[src/rtl/hzd_pkg.sv]
package hzd_pkg;

   localparam int CLS_W  = 3;
   localparam int NSTAGE = 6;

   localparam int ST_IF = 0;
   localparam int ST_RF = 1;
   localparam int ST_A1 = 2;
   localparam int ST_RD = 3;
   localparam int ST_A2 = 4;
   localparam int ST_WB = 5;

   typedef enum logic [CLS_W-1:0] {
      CL_NONE = 3'd0,
      CL_RR   = 3'd1,
      CL_RM   = 3'd2,
      CL_MRM  = 3'd3,
      CL_LD   = 3'd4,
      CL_ST   = 3'd5,
      CL_BR   = 3'd6,
      CL_RSV  = 3'd7
   } hzd_cls_e;

   localparam logic [1:0] FWD_REG = 2'b00;
   localparam logic [1:0] FWD_A2  = 2'b01;
   localparam logic [1:0] FWD_WB  = 2'b10;

   function automatic logic f_wr_reg(input logic [CLS_W-1:0] c);
      return (c == CL_RR) || (c == CL_RM) || (c == CL_LD);
   endfunction

   function automatic logic f_rd_mem(input logic [CLS_W-1:0] c);
      return (c == CL_RM) || (c == CL_MRM) || (c == CL_LD);
   endfunction

   function automatic logic f_wr_mem(input logic [CLS_W-1:0] c);
      return (c == CL_MRM) || (c == CL_ST);
   endfunction

   function automatic logic f_use_base(input logic [CLS_W-1:0] c);
      return (c == CL_RM) || (c == CL_MRM) || (c == CL_LD) || (c == CL_ST);
   endfunction

   function automatic logic f_use_a(input logic [CLS_W-1:0] c);
      return (c == CL_RR) || (c == CL_BR);
   endfunction

   function automatic logic f_use_b(input logic [CLS_W-1:0] c);
      return (c == CL_RR) || (c == CL_RM) || (c == CL_MRM) || (c == CL_BR);
   endfunction

endpackage

[src/rtl/hzd_fwd_mux.sv]
module hzd_fwd_mux
   import hzd_pkg::*;
#(
   parameter int REG_ADDR_W = 5,
   parameter bit USE_ALU2   = 1'b1
) (
   input  logic                  need_i,
   input  logic [REG_ADDR_W-1:0] src_i,
   input  logic [CLS_W-1:0]      a2_cls_i,
   input  logic [REG_ADDR_W-1:0] a2_dst_i,
   input  logic [CLS_W-1:0]      wb_cls_i,
   input  logic [REG_ADDR_W-1:0] wb_dst_i,
   output logic [1:0]            sel_o
);

   logic live;
   logic a2_hit;
   logic wb_hit;

   // register 0 is hardwired and never needs a bypass
   assign live   = need_i && (src_i != '0);
   // the arithmetic-stage path exists only for consumers younger than it
   assign a2_hit = USE_ALU2 && f_wr_reg(a2_cls_i) && (a2_dst_i == src_i);
   assign wb_hit = f_wr_reg(wb_cls_i) && (wb_dst_i == src_i);

   always_comb begin
      sel_o = FWD_REG;
      if (live) begin
         if (a2_hit)      sel_o = FWD_A2;
         else if (wb_hit) sel_o = FWD_WB;
      end
   end

endmodule

[src/rtl/hzd_mem_arb.sv]
module hzd_mem_arb #(
   parameter bit DUAL_MEM_PORT = 1'b0
) (
   input  logic clk,
   input  logic rst_n,
   input  logic rd_req_i,
   input  logic wr_req_i,
   input  logic kill_rd_i,
   output logic rd_gnt_o,
   output logic wr_gnt_o,
   output logic conflict_o
);

   logic rd_live;
   assign rd_live  = rd_req_i && !kill_rd_i;
   assign wr_gnt_o = wr_req_i;

   generate
      if (DUAL_MEM_PORT) begin : g_dual
         assign rd_gnt_o   = rd_live;
         assign conflict_o = 1'b0;

         AST_DUAL_BOTH: assert property (@(posedge clk) disable iff (!rst_n)
            (rd_live && wr_req_i) |-> (rd_gnt_o && wr_gnt_o));
      end else begin : g_single
         assign conflict_o = rd_live && wr_req_i;
         assign rd_gnt_o   = rd_live && !wr_req_i;

         AST_PORT_EXCLUSIVE: assert property (@(posedge clk) disable iff (!rst_n)
            !(rd_gnt_o && wr_gnt_o));
      end
   endgenerate

   AST_WRITE_WINS: assert property (@(posedge clk) disable iff (!rst_n)
      wr_req_i |-> wr_gnt_o);

endmodule

[src/rtl/hzd_interlock.sv]
module hzd_interlock
   import hzd_pkg::*;
(
   input  logic              clk,
   input  logic              rst_n,
   input  logic              br_flush_i,
   input  logic              mem_conf_i,
   input  logic              data_haz_i,
   output logic [NSTAGE-1:0] stall_o,
   output logic [NSTAGE-1:0] bubble_o,
   output logic              redirect_o
);

   logic redir_q;

   always_ff @(posedge clk or negedge rst_n) begin
      if (!rst_n) redir_q <= 1'b0;
      else        redir_q <= br_flush_i;
   end

   assign redirect_o = redir_q;

   // priority: branch flush, redirect kill, memory collision, data interlock
   always_comb begin
      stall_o  = '0;
      bubble_o = '0;
      if (br_flush_i) begin
         for (int k = ST_RF; k <= ST_A2; k++) bubble_o[k] = 1'b1;
      end else if (redir_q) begin
         bubble_o[ST_RF] = 1'b1;
      end else if (mem_conf_i) begin
         for (int k = ST_IF; k <= ST_RD; k++) stall_o[k] = 1'b1;
         bubble_o[ST_A2] = 1'b1;
      end else if (data_haz_i) begin
         stall_o[ST_IF]  = 1'b1;
         stall_o[ST_RF]  = 1'b1;
         bubble_o[ST_A1] = 1'b1;
      end
   end

   AST_REDIRECT_NEXT: assert property (@(posedge clk) disable iff (!rst_n)
      br_flush_i |=> (redirect_o && bubble_o[ST_RF]));

   AST_FLUSH_NO_STALL: assert property (@(posedge clk) disable iff (!rst_n)
      br_flush_i |-> ((stall_o == '0) && bubble_o[ST_A2] && bubble_o[ST_RF]));

endmodule

[src/rtl/pipe_hazard_ctrl.sv]
module pipe_hazard_ctrl
   import hzd_pkg::*;
#(
   parameter int REG_ADDR_W    = 5,
   parameter bit DUAL_MEM_PORT = 1'b0
) (
   input  logic                  clk,
   input  logic                  rst_n,
   input  logic [2:0]            rf_cls_i,
   input  logic [REG_ADDR_W-1:0] rf_src1_i,
   input  logic [2:0]            a1_cls_i,
   input  logic [REG_ADDR_W-1:0] a1_src1_i,
   input  logic [REG_ADDR_W-1:0] a1_dst_i,
   input  logic [2:0]            rd_cls_i,
   input  logic [REG_ADDR_W-1:0] rd_src2_i,
   input  logic [REG_ADDR_W-1:0] rd_dst_i,
   input  logic [2:0]            a2_cls_i,
   input  logic [REG_ADDR_W-1:0] a2_src1_i,
   input  logic [REG_ADDR_W-1:0] a2_src2_i,
   input  logic [REG_ADDR_W-1:0] a2_dst_i,
   input  logic                  a2_br_taken_i,
   input  logic [2:0]            wb_cls_i,
   input  logic [REG_ADDR_W-1:0] wb_dst_i,
   output logic [5:0]            stall_o,
   output logic [5:0]            bubble_o,
   output logic                  mem_rd_grant_o,
   output logic                  mem_wr_grant_o,
   output logic [1:0]            fwd_a1_base_o,
   output logic [1:0]            fwd_rd_data_o,
   output logic [1:0]            fwd_a2_a_o,
   output logic [1:0]            fwd_a2_b_o,
   output logic                  pc_redirect_o
);

   localparam int          NOPS      = 4;
   localparam bit [NOPS-1:0] OP_A2PATH = 4'b0011;

   generate
      if (REG_ADDR_W < 1 || REG_ADDR_W > 8) begin : g_bad_w
         $error("pipe_hazard_ctrl: REG_ADDR_W out of range");
      end
      if (NSTAGE != 6) begin : g_bad_s
         $error("pipe_hazard_ctrl: stage count mismatch");
      end
   endgenerate

   logic br_flush;
   logic mem_conf;
   logic data_haz;
   logic rd_req;
   logic wr_req;

   assign br_flush = (a2_cls_i == CL_BR) && a2_br_taken_i;
   assign rd_req   = f_rd_mem(rd_cls_i);
   assign wr_req   = f_wr_mem(wb_cls_i);

   // the address stage cannot take a value from the stage just ahead of it
   assign data_haz = f_use_base(rf_cls_i) && (rf_src1_i != '0)
                     && f_wr_reg(a1_cls_i) && (a1_dst_i == rf_src1_i);

   logic                  op_need [NOPS];
   logic [REG_ADDR_W-1:0] op_src  [NOPS];
   logic [1:0]            op_sel  [NOPS];

   assign op_need[0] = f_use_base(a1_cls_i);
   assign op_src[0]  = a1_src1_i;
   assign op_need[1] = (rd_cls_i == CL_ST);
   assign op_src[1]  = rd_src2_i;
   assign op_need[2] = f_use_a(a2_cls_i);
   assign op_src[2]  = a2_src1_i;
   assign op_need[3] = f_use_b(a2_cls_i);
   assign op_src[3]  = a2_src2_i;

   generate
      for (genvar g = 0; g < NOPS; g++) begin : g_op
         hzd_fwd_mux #(
            .REG_ADDR_W (REG_ADDR_W),
            .USE_ALU2   (OP_A2PATH[g])
         ) u_mux (
            .need_i   (op_need[g]),
            .src_i    (op_src[g]),
            .a2_cls_i (a2_cls_i),
            .a2_dst_i (a2_dst_i),
            .wb_cls_i (wb_cls_i),
            .wb_dst_i (wb_dst_i),
            .sel_o    (op_sel[g])
         );
      end
   endgenerate

   assign fwd_a1_base_o = op_sel[0];
   assign fwd_rd_data_o = op_sel[1];
   assign fwd_a2_a_o    = op_sel[2];
   assign fwd_a2_b_o    = op_sel[3];

   hzd_mem_arb #(.DUAL_MEM_PORT(DUAL_MEM_PORT)) u_arb (
      .clk        (clk),
      .rst_n      (rst_n),
      .rd_req_i   (rd_req),
      .wr_req_i   (wr_req),
      .kill_rd_i  (br_flush),
      .rd_gnt_o   (mem_rd_grant_o),
      .wr_gnt_o   (mem_wr_grant_o),
      .conflict_o (mem_conf)
   );

   hzd_interlock u_ilk (
      .clk        (clk),
      .rst_n      (rst_n),
      .br_flush_i (br_flush),
      .mem_conf_i (mem_conf),
      .data_haz_i (data_haz),
      .stall_o    (stall_o),
      .bubble_o   (bubble_o),
      .redirect_o (pc_redirect_o)
   );

   // rd_dst_i travels with the descriptor; no rule consumes it
   logic unused_rd_dst;
   assign unused_rd_dst = ^rd_dst_i;

   AST_ZERO_NO_FWD: assert property (@(posedge clk) disable iff (!rst_n)
      (a1_src1_i == '0) |-> (fwd_a1_base_o == 2'b00));

   AST_MEM_INTERLOCK: assert property (@(posedge clk) disable iff (!rst_n)
      ((DUAL_MEM_PORT == 1'b0) && rd_req && wr_req && !br_flush && !pc_redirect_o)
      |-> (stall_o[3] && bubble_o[4] && !mem_rd_grant_o));

   AST_RAW_STALL: assert property (@(posedge clk) disable iff (!rst_n)
      (f_use_base(rf_cls_i) && (rf_src1_i != '0) && f_wr_reg(a1_cls_i)
       && (a1_dst_i == rf_src1_i) && !br_flush && !pc_redirect_o)
      |-> (stall_o[1] && stall_o[0]));

endmodule

[config.mk]
export PLATFORM = sky130hd
export DESIGN_NAME = pipe_hazard_ctrl
export DESIGN_NICKNAME = d
export VERILOG_FILES = /design/src/rtl/hzd_pkg.sv /design/src/rtl/hzd_fwd_mux.sv /design/src/rtl/hzd_mem_arb.sv /design/src/rtl/hzd_interlock.sv /design/src/rtl/pipe_hazard_ctrl.sv
export SDC_FILE = /design/constraint.sdc
export NUM_CORES = 1
export LEC_CHECK = 0
export ABC_CLOCK_PERIOD_IN_PS = 2700
export CAP_MARGIN = 20
export CORE_ASPECT_RATIO = 0.9
export CORE_MARGIN = 2
export CORE_UTILIZATION = 30
export CTS_CLUSTER_SIZE = 14
export DETAILED_ROUTE_END_ITERATION = 10
export PLACE_DENSITY = 0.91
export SETUP_SLACK_MARGIN = 0.2
export SYNTH_ARGS = -nofsm -noshare
export SYNTH_HDL_FRONTEND = slang
export SYNTH_SLANG_ARGS = --single-unit
[constraint.sdc]
create_clock -name clk -period 2.7 [get_ports clk]
set_input_delay 0.54 -clock clk [delete_from_list [all_inputs] [get_ports clk]]
set_output_delay 0.54 -clock clk [all_outputs]
set_load 0.01 [all_outputs]
==> results.ini, run 1 <==
[outcome]
status = complete, no violations

[clocking]
cts_setup_buffers = 0
cts.reportedPaths.clkPinSlew_ps = 0

[layout]
final_common_cell = clkdlybuf4s50_1
synthToLayoutAreaGrowth_pct = 126
antenna_cells = 0
final_cell_mix = clkdlybuf4s50_1 (27), xor2_1 (20), buf_4 (19), xnor2_1 (14), dlymetal6s2s_1 (14)
final_nets = 264
drive_gt1_share_pct = 29.6
utilization_pct = 71.8
largest_reg_flops = 1

[timing]
hold_violations = 0
final-setup-viol-count = 0
period_share_pct = 91.6
tns_ps = 0
maxClockFrequency_ghz = 0.404
min_period_ps = 2470
slew_violations = 0
holdWs_ps = 693
setup_ws_ps = 227
rsz0062_at_grt = yes

[die]
initial_core_util_pct = 31.7
die_y_um = 52.2
pin_count = 86
dieArea_mm2 = 0.00301
core_area_mm2 = 0.00245
die_w_um = 57.6
rows = 17

[yosys]
yosys.area.top_type_share_pct = 24.8
synth_area_leader_cell = xor2_1
yosysWarnings = 0
netlist_instances = 113
ys_seq_area_share_pct = 3.23
ys_types = 26
ys_ff_latch = 1
syn_area_um2 = 776
syn-mean-instance-area_um2 = 6.86
synthTopCellsByArea = xor2_1 (25%), xnor2_1 (17%), buf_4 (8.7%)

[worst_setup_path]
endpoint_kind = output pin
cpLargestDelayFamily = simple AND/OR/NAND/NOR gates
crit_buf_inv = 2
worstPathCellList = clkdlybuf4s50_1 -> nor3_2 -> a21oi_1 -> or3_4 -> a21oi_4 -> buf_6
cp_slowest_cell = clkdlybuf4s50_1
critical-path-max-stage-delay_ps = 450
setup.worst_path.start_class = primary input
cp_data_arrival_time_ps = 1930
crit_required_ps = 2160
worst-setup-path-type = in -> out
path_max_fanout = 2

[run]
maxCapViolCount = 0

[routing]
initialDrtViolationCount = 24
wl_um = 3600
remaining_drc_errors = 0
viasPerCell = 5.12
wire_per_inst_um = 15.8
postRouteAntennaNets = 0
vias = 1163
drtPass1Iterations = 4

[global_routing]
gr-usage-all-layers_pct = 19.9
grt_pass1_vias = 1123
grt-ovfl-total = 0
grt_pass1_wl_um = 4690
grt_max_degree = 7
antenna_found_initial = 0

[placement]
portBuffers = 73
place.gp.congestion = 0.765
hpwl_um = 2810
place_ws_ps = -613

[min_path]
hold_class = in -> async

[power]
max-vdd-ir-drop_v = 0.000108
power_leakage_nw = 0.853
p_per_area_mw_per_mm2 = 157

-- final timing paths --
kind	startpoint	endpoint	slack (ps)	cells past startpoint
max	a1_dst_i[2]	stall_o[1]	230	6
min in group clk	a2_cls_i[1]	u_ilk.redirect_o	1050	4
min	rst_n	u_ilk.redirect_o	690	1
max in group asynchronous	rst_n	u_ilk.redirect_o	1910	1
-- power by group --
part | internal (mW) | switching, mW
logic | 0.143 | 0.116
registers | 0.0156 | 0.000627
clock network | 0 | 0
total | 0.159 | 0.117
-- area by class of cell --
| type | count | area [µm²] |
|---|---|---|
| multi-input cells | 102 | 827 |
| repair buffers | 93 | 857 |
| flip-flops and latches | 1 | 25.0 |
| fillers | 202 | 691 |
| well taps | 28 | 35.0 |
| inverters | 3 | 11.3 |
-- kinds of logic after synthesis --
logic type / share of synthesized area (%)
AND/OR/NAND/NOR: 29.8
XOR/XNOR: 41.8
AO/OA/AOI/OAI: 11.6
buffers and inverters: 11.6
multiplexers: 1.45
flip-flops: 3.23
other: 0.483
-- metal layers --
| layer | global-route usage [%] | share of wire [%] |
|---|---|---|
| met3 | 0.741 | 4.7 |
| met2 | 45.1 | 56 |
| met5 | 0 | 0 |
| met4 | 5.04 | 4.6 |
| met1 | 18.7 | 34 |
-- cell usage after synthesis --
cell / number
xor2_1: 22
xnor2_1: 15
o21ai_0: 11
buf_4: 9
nor2_1: 8
nand3_1: 7
nor3_1: 6
nor4_1: 5
a21oi_1: 4
clkbuf_1: 3
inv_1: 3
or4_1: 3
nand2_1: 2
nand2b_1: 2
nor4b_1: 2
a221oi_1: 1
and2_1: 1
conb_1: 1
dfrtp_1: 1
mux2_2: 1
nand4_1: 1
nor2b_1: 1
nor3b_1: 1
nor4_2: 1
o22ai_1: 1
or3_1: 1
-- stage by stage --
step | instance area (µm²) | instances | power (mW)
after floorplan | 795 | 118 | 0.105
after global placement | 1630 | 227 | 0.244
after detailed placement | 1630 | 227 | 0.255
after CTS | 1630 | 227 | 0.255
after global routing | 1760 | 227 | 0.292
final | 1760 | 227 | 0.275
-- timing repair --
action                                  4_1_cts  5_1_grt
endpoints found under the hold margin         0        0
hold buffers                                  0        0
pin swaps                                    11       18
gates resized for setup                      88       49
endpoints found under the setup margin       16       11
No activity file was read; power rests on OpenSTA's default activity.
==> inputs of run 2 (changes only) <==
--- a/config.mk
+++ b/config.mk
@@ -14,6 +14,7 @@
 export DETAILED_ROUTE_END_ITERATION = 10
 export PLACE_DENSITY = 0.91
 export SETUP_SLACK_MARGIN = 0.2
+export SLEW_MARGIN = 0
 export SYNTH_ARGS = -nofsm -noshare
 export SYNTH_HDL_FRONTEND = slang
 export SYNTH_SLANG_ARGS = --single-unit
==> results of run 2 <==
Same layout as run 1: the final DEF is identical, and so are final timing and power.
==> inputs of run 3 (changes only) <==
--- a/config.mk
+++ b/config.mk
@@ -7,12 +7,12 @@
 export LEC_CHECK = 0
 export ABC_CLOCK_PERIOD_IN_PS = 2700
 export CAP_MARGIN = 20
-export CORE_ASPECT_RATIO = 0.9
-export CORE_MARGIN = 2
-export CORE_UTILIZATION = 30
+export CORE_AREA = 2 2 39 41
 export CTS_CLUSTER_SIZE = 14
 export DETAILED_ROUTE_END_ITERATION = 10
-export PLACE_DENSITY = 0.91
+export DIE_AREA = 0 0 41 43
+export DONT_BUFFER_PORTS = 1
+export PLACE_DENSITY = 0.79
 export SETUP_SLACK_MARGIN = 0.2
 export SLEW_MARGIN = 0
 export SYNTH_ARGS = -nofsm -noshare
==> run 3 against run 2 <==
  * Final cell count fell by 46%
  * Combinational power decreased by 67%
  * Wire length down 50%
  * Setup slack improved by 240 ps
  * Via count down 37%
  * Maximum frequency rose by 11%
  * Die area is 41% lower
  * Design area is 58% lower
  * Total power decreased by 63%
  * Sequential power barely moved
  * Largest cell class is now multi-input gates
  * Largest power group unchanged
==> results.ini, run 3 (synthesis results as in run 1) <==
[global_routing]
grt_use_met1_pct = 21.9  ; +3.2 points
grt-ovfl-total = 0  ; unchanged
antenna_found_initial = 0  ; unchanged
grt_max_degree = 7  ; unchanged
grt_use_met2_pct = 39.7  ; -5.4 points
grt_pass1_wl_um = 2590  ; -45%
busiest_layer = met2
met3_usage_pct = 2.09  ; +1.4 points
grt_pass1_vias = 673  ; -40%
gr-usage-all-layers_pct = 20.2  ; +0.34 points

[die]
initial_core_util_pct = 56.1  ; +24 points
core_area_mm2 = 0.00138  ; -43%
die_w_um = 41  ; -29%
rows = 14  ; -3
pin_count = 86  ; unchanged
dieArea_mm2 = 0.00176  ; -41%
die_y_um = 43  ; -18%

[routing]
viasPerCell = 5.95  ; +16%
initialDrtViolationCount = 1  ; -96%
wire_per_inst_um = 14.6  ; -7.7%
wl_um = 1800  ; -50%
remaining_drc_errors = 0  ; unchanged
drtPass1Iterations = 2  ; -2
vias = 732  ; -37%
postRouteAntennaNets = 0  ; unchanged

[run]
maxCapViolCount = 0  ; unchanged

[layout]
antenna_cells = 0  ; unchanged
final_common_cell = xor2_1
design_area_um2 = 743  ; -58%
final_cell_mix = xor2_1 (22), xnor2_1 (15), o21ai_0 (11), nor2_1 (8), nand3_1 (7)
synthToLayoutAreaGrowth_pct = -4.19
final_nets = 172  ; -35%
fillers = 161  ; -20%
largest_reg_flops = 1  ; unchanged
drive_gt1_share_pct = 2.80  ; -27 points

[power]
p_sw_mw = 0.0405  ; -65%
power.internal_mw = 0.0604  ; -62%
power_frac_clock_pct = 0  ; unchanged
p_per_area_mw_per_mm2 = 136  ; -14%
power_leakage_nw = 0.267  ; -69%
power_frac_comb_pct = 83.8  ; -10 points
max-vdd-ir-drop_v = 0.0000539  ; -50%
p_seq_share_pct = 16.2  ; +10 points
switching_share_pct = 40.1  ; -2.3 points

[placement]
hpwl_um = 1630  ; -42%
placed_area_um2 = 743  ; -54%
portBuffers = 0  ; -100%
place.gp.congestion = 0.842  ; +10%

[timing]
min_period_ps = 2230  ; -239 ps
hold_violations = 0  ; unchanged
max_slew_margin_pct = 60.1
maxClockFrequency_ghz = 0.448  ; +11%
final-setup-viol-count = 0  ; unchanged
slew_violations = 0  ; unchanged
rsz0062_at_grt = no
period_share_pct = 82.8  ; -8.8 points
tns_ps = 0  ; unchanged
worstMarginPinSlew_ps = 593

[clocking]
cts.reportedPaths.clkPinSlew_ps = 0  ; unchanged
cts_resized = 0  ; -100%
hold_buffers = 0  ; unchanged
cts_setup_buffers = 0  ; unchanged

[worst_setup_path]
endpoint = stall_o[1]
crit_required_ps = 2160  ; about the same
cp_slowest_cell = or3_1
endpoint_kind = output pin
critical-path-max-stage-delay_ps = 380  ; -70 ps
worstPathCellList = xor2_1 -> nor3_1 -> nand3_1 -> or3_1 -> a21oi_1
path_max_fanout = 2  ; unchanged
setup.worst_path.start_class = primary input
cp_data_arrival_time_ps = 1690  ; -240 ps
worst-setup-path-type = in -> out
startpoint = rf_src1_i[0]

[min_path]
hold_class = in -> async

[outcome]
status = complete, no violations

-- run 3: per-stage QoR --
step,util (%),cells,setup slack (ps),hold WS [ps],total power [mW]
after floorplan,-,118,465,244,0.105
after global placement,53.7,123,483,244,0.0991
after detailed placement,53.7,123,464,244,0.101
after CTS,53.7,123,459,244,0.101
after global routing,53.7,123,314,244,0.114
final,53.7,123,465,244,0.101
-- run 3: area by class of cell --
class	instances	area, µm²	share of cell area, %
Multi-Input combinational cell	102	679	91.4
Sequential cell	1	25.0	3.37
Tap cell	16	20.0	2.69
Inverter	3	11.3	1.52
Timing Repair Buffer	1	7.51	1.01
-- run 3: worst min path at each step --
stage          slack (ps)  startpoint                to  cells after the start
6_report              240       rst_n  u_ilk.redirect_o                      0
5_1_grt               240       rst_n  u_ilk.redirect_o                      0
4_1_cts               240       rst_n  u_ilk.redirect_o                      0
3_5_place_dp          240       rst_n  u_ilk.redirect_o                      0
3_3_place_gp          240       rst_n  u_ilk.redirect_o                      0
2_1_floorplan         240       rst_n  u_ilk.redirect_o                      0
-- run 3: critical path, delay by kind of cell --
family,cells,cell delay [ps]
xor+xnor,1,140
compound gates,1,380
simple gates,3,630
-- run 3: metal layers --
metal / part of all wire (%) / vias to the layer above
met5: 0 / -
met4: 0 / 0
met3: 8.0 / 0
met2: 55 / 38
met1: 37 / 326
li1: - / 368
-- run 3: power by group through the flow --
| stage | Sequential [mW] | Clock, mW | Combinational (mW) |
|---|---|---|---|
| final | 0.0163 | 0 | 0.0846 |
| after global routing | 0.0164 | 0 | 0.0974 |
| after CTS | 0.0163 | 0 | 0.0852 |
| after detailed placement | 0.0163 | 0 | 0.0848 |
| after global placement | 0.0162 | 0 | 0.0829 |
| after floorplan | 0.0162 | 0 | 0.0891 |
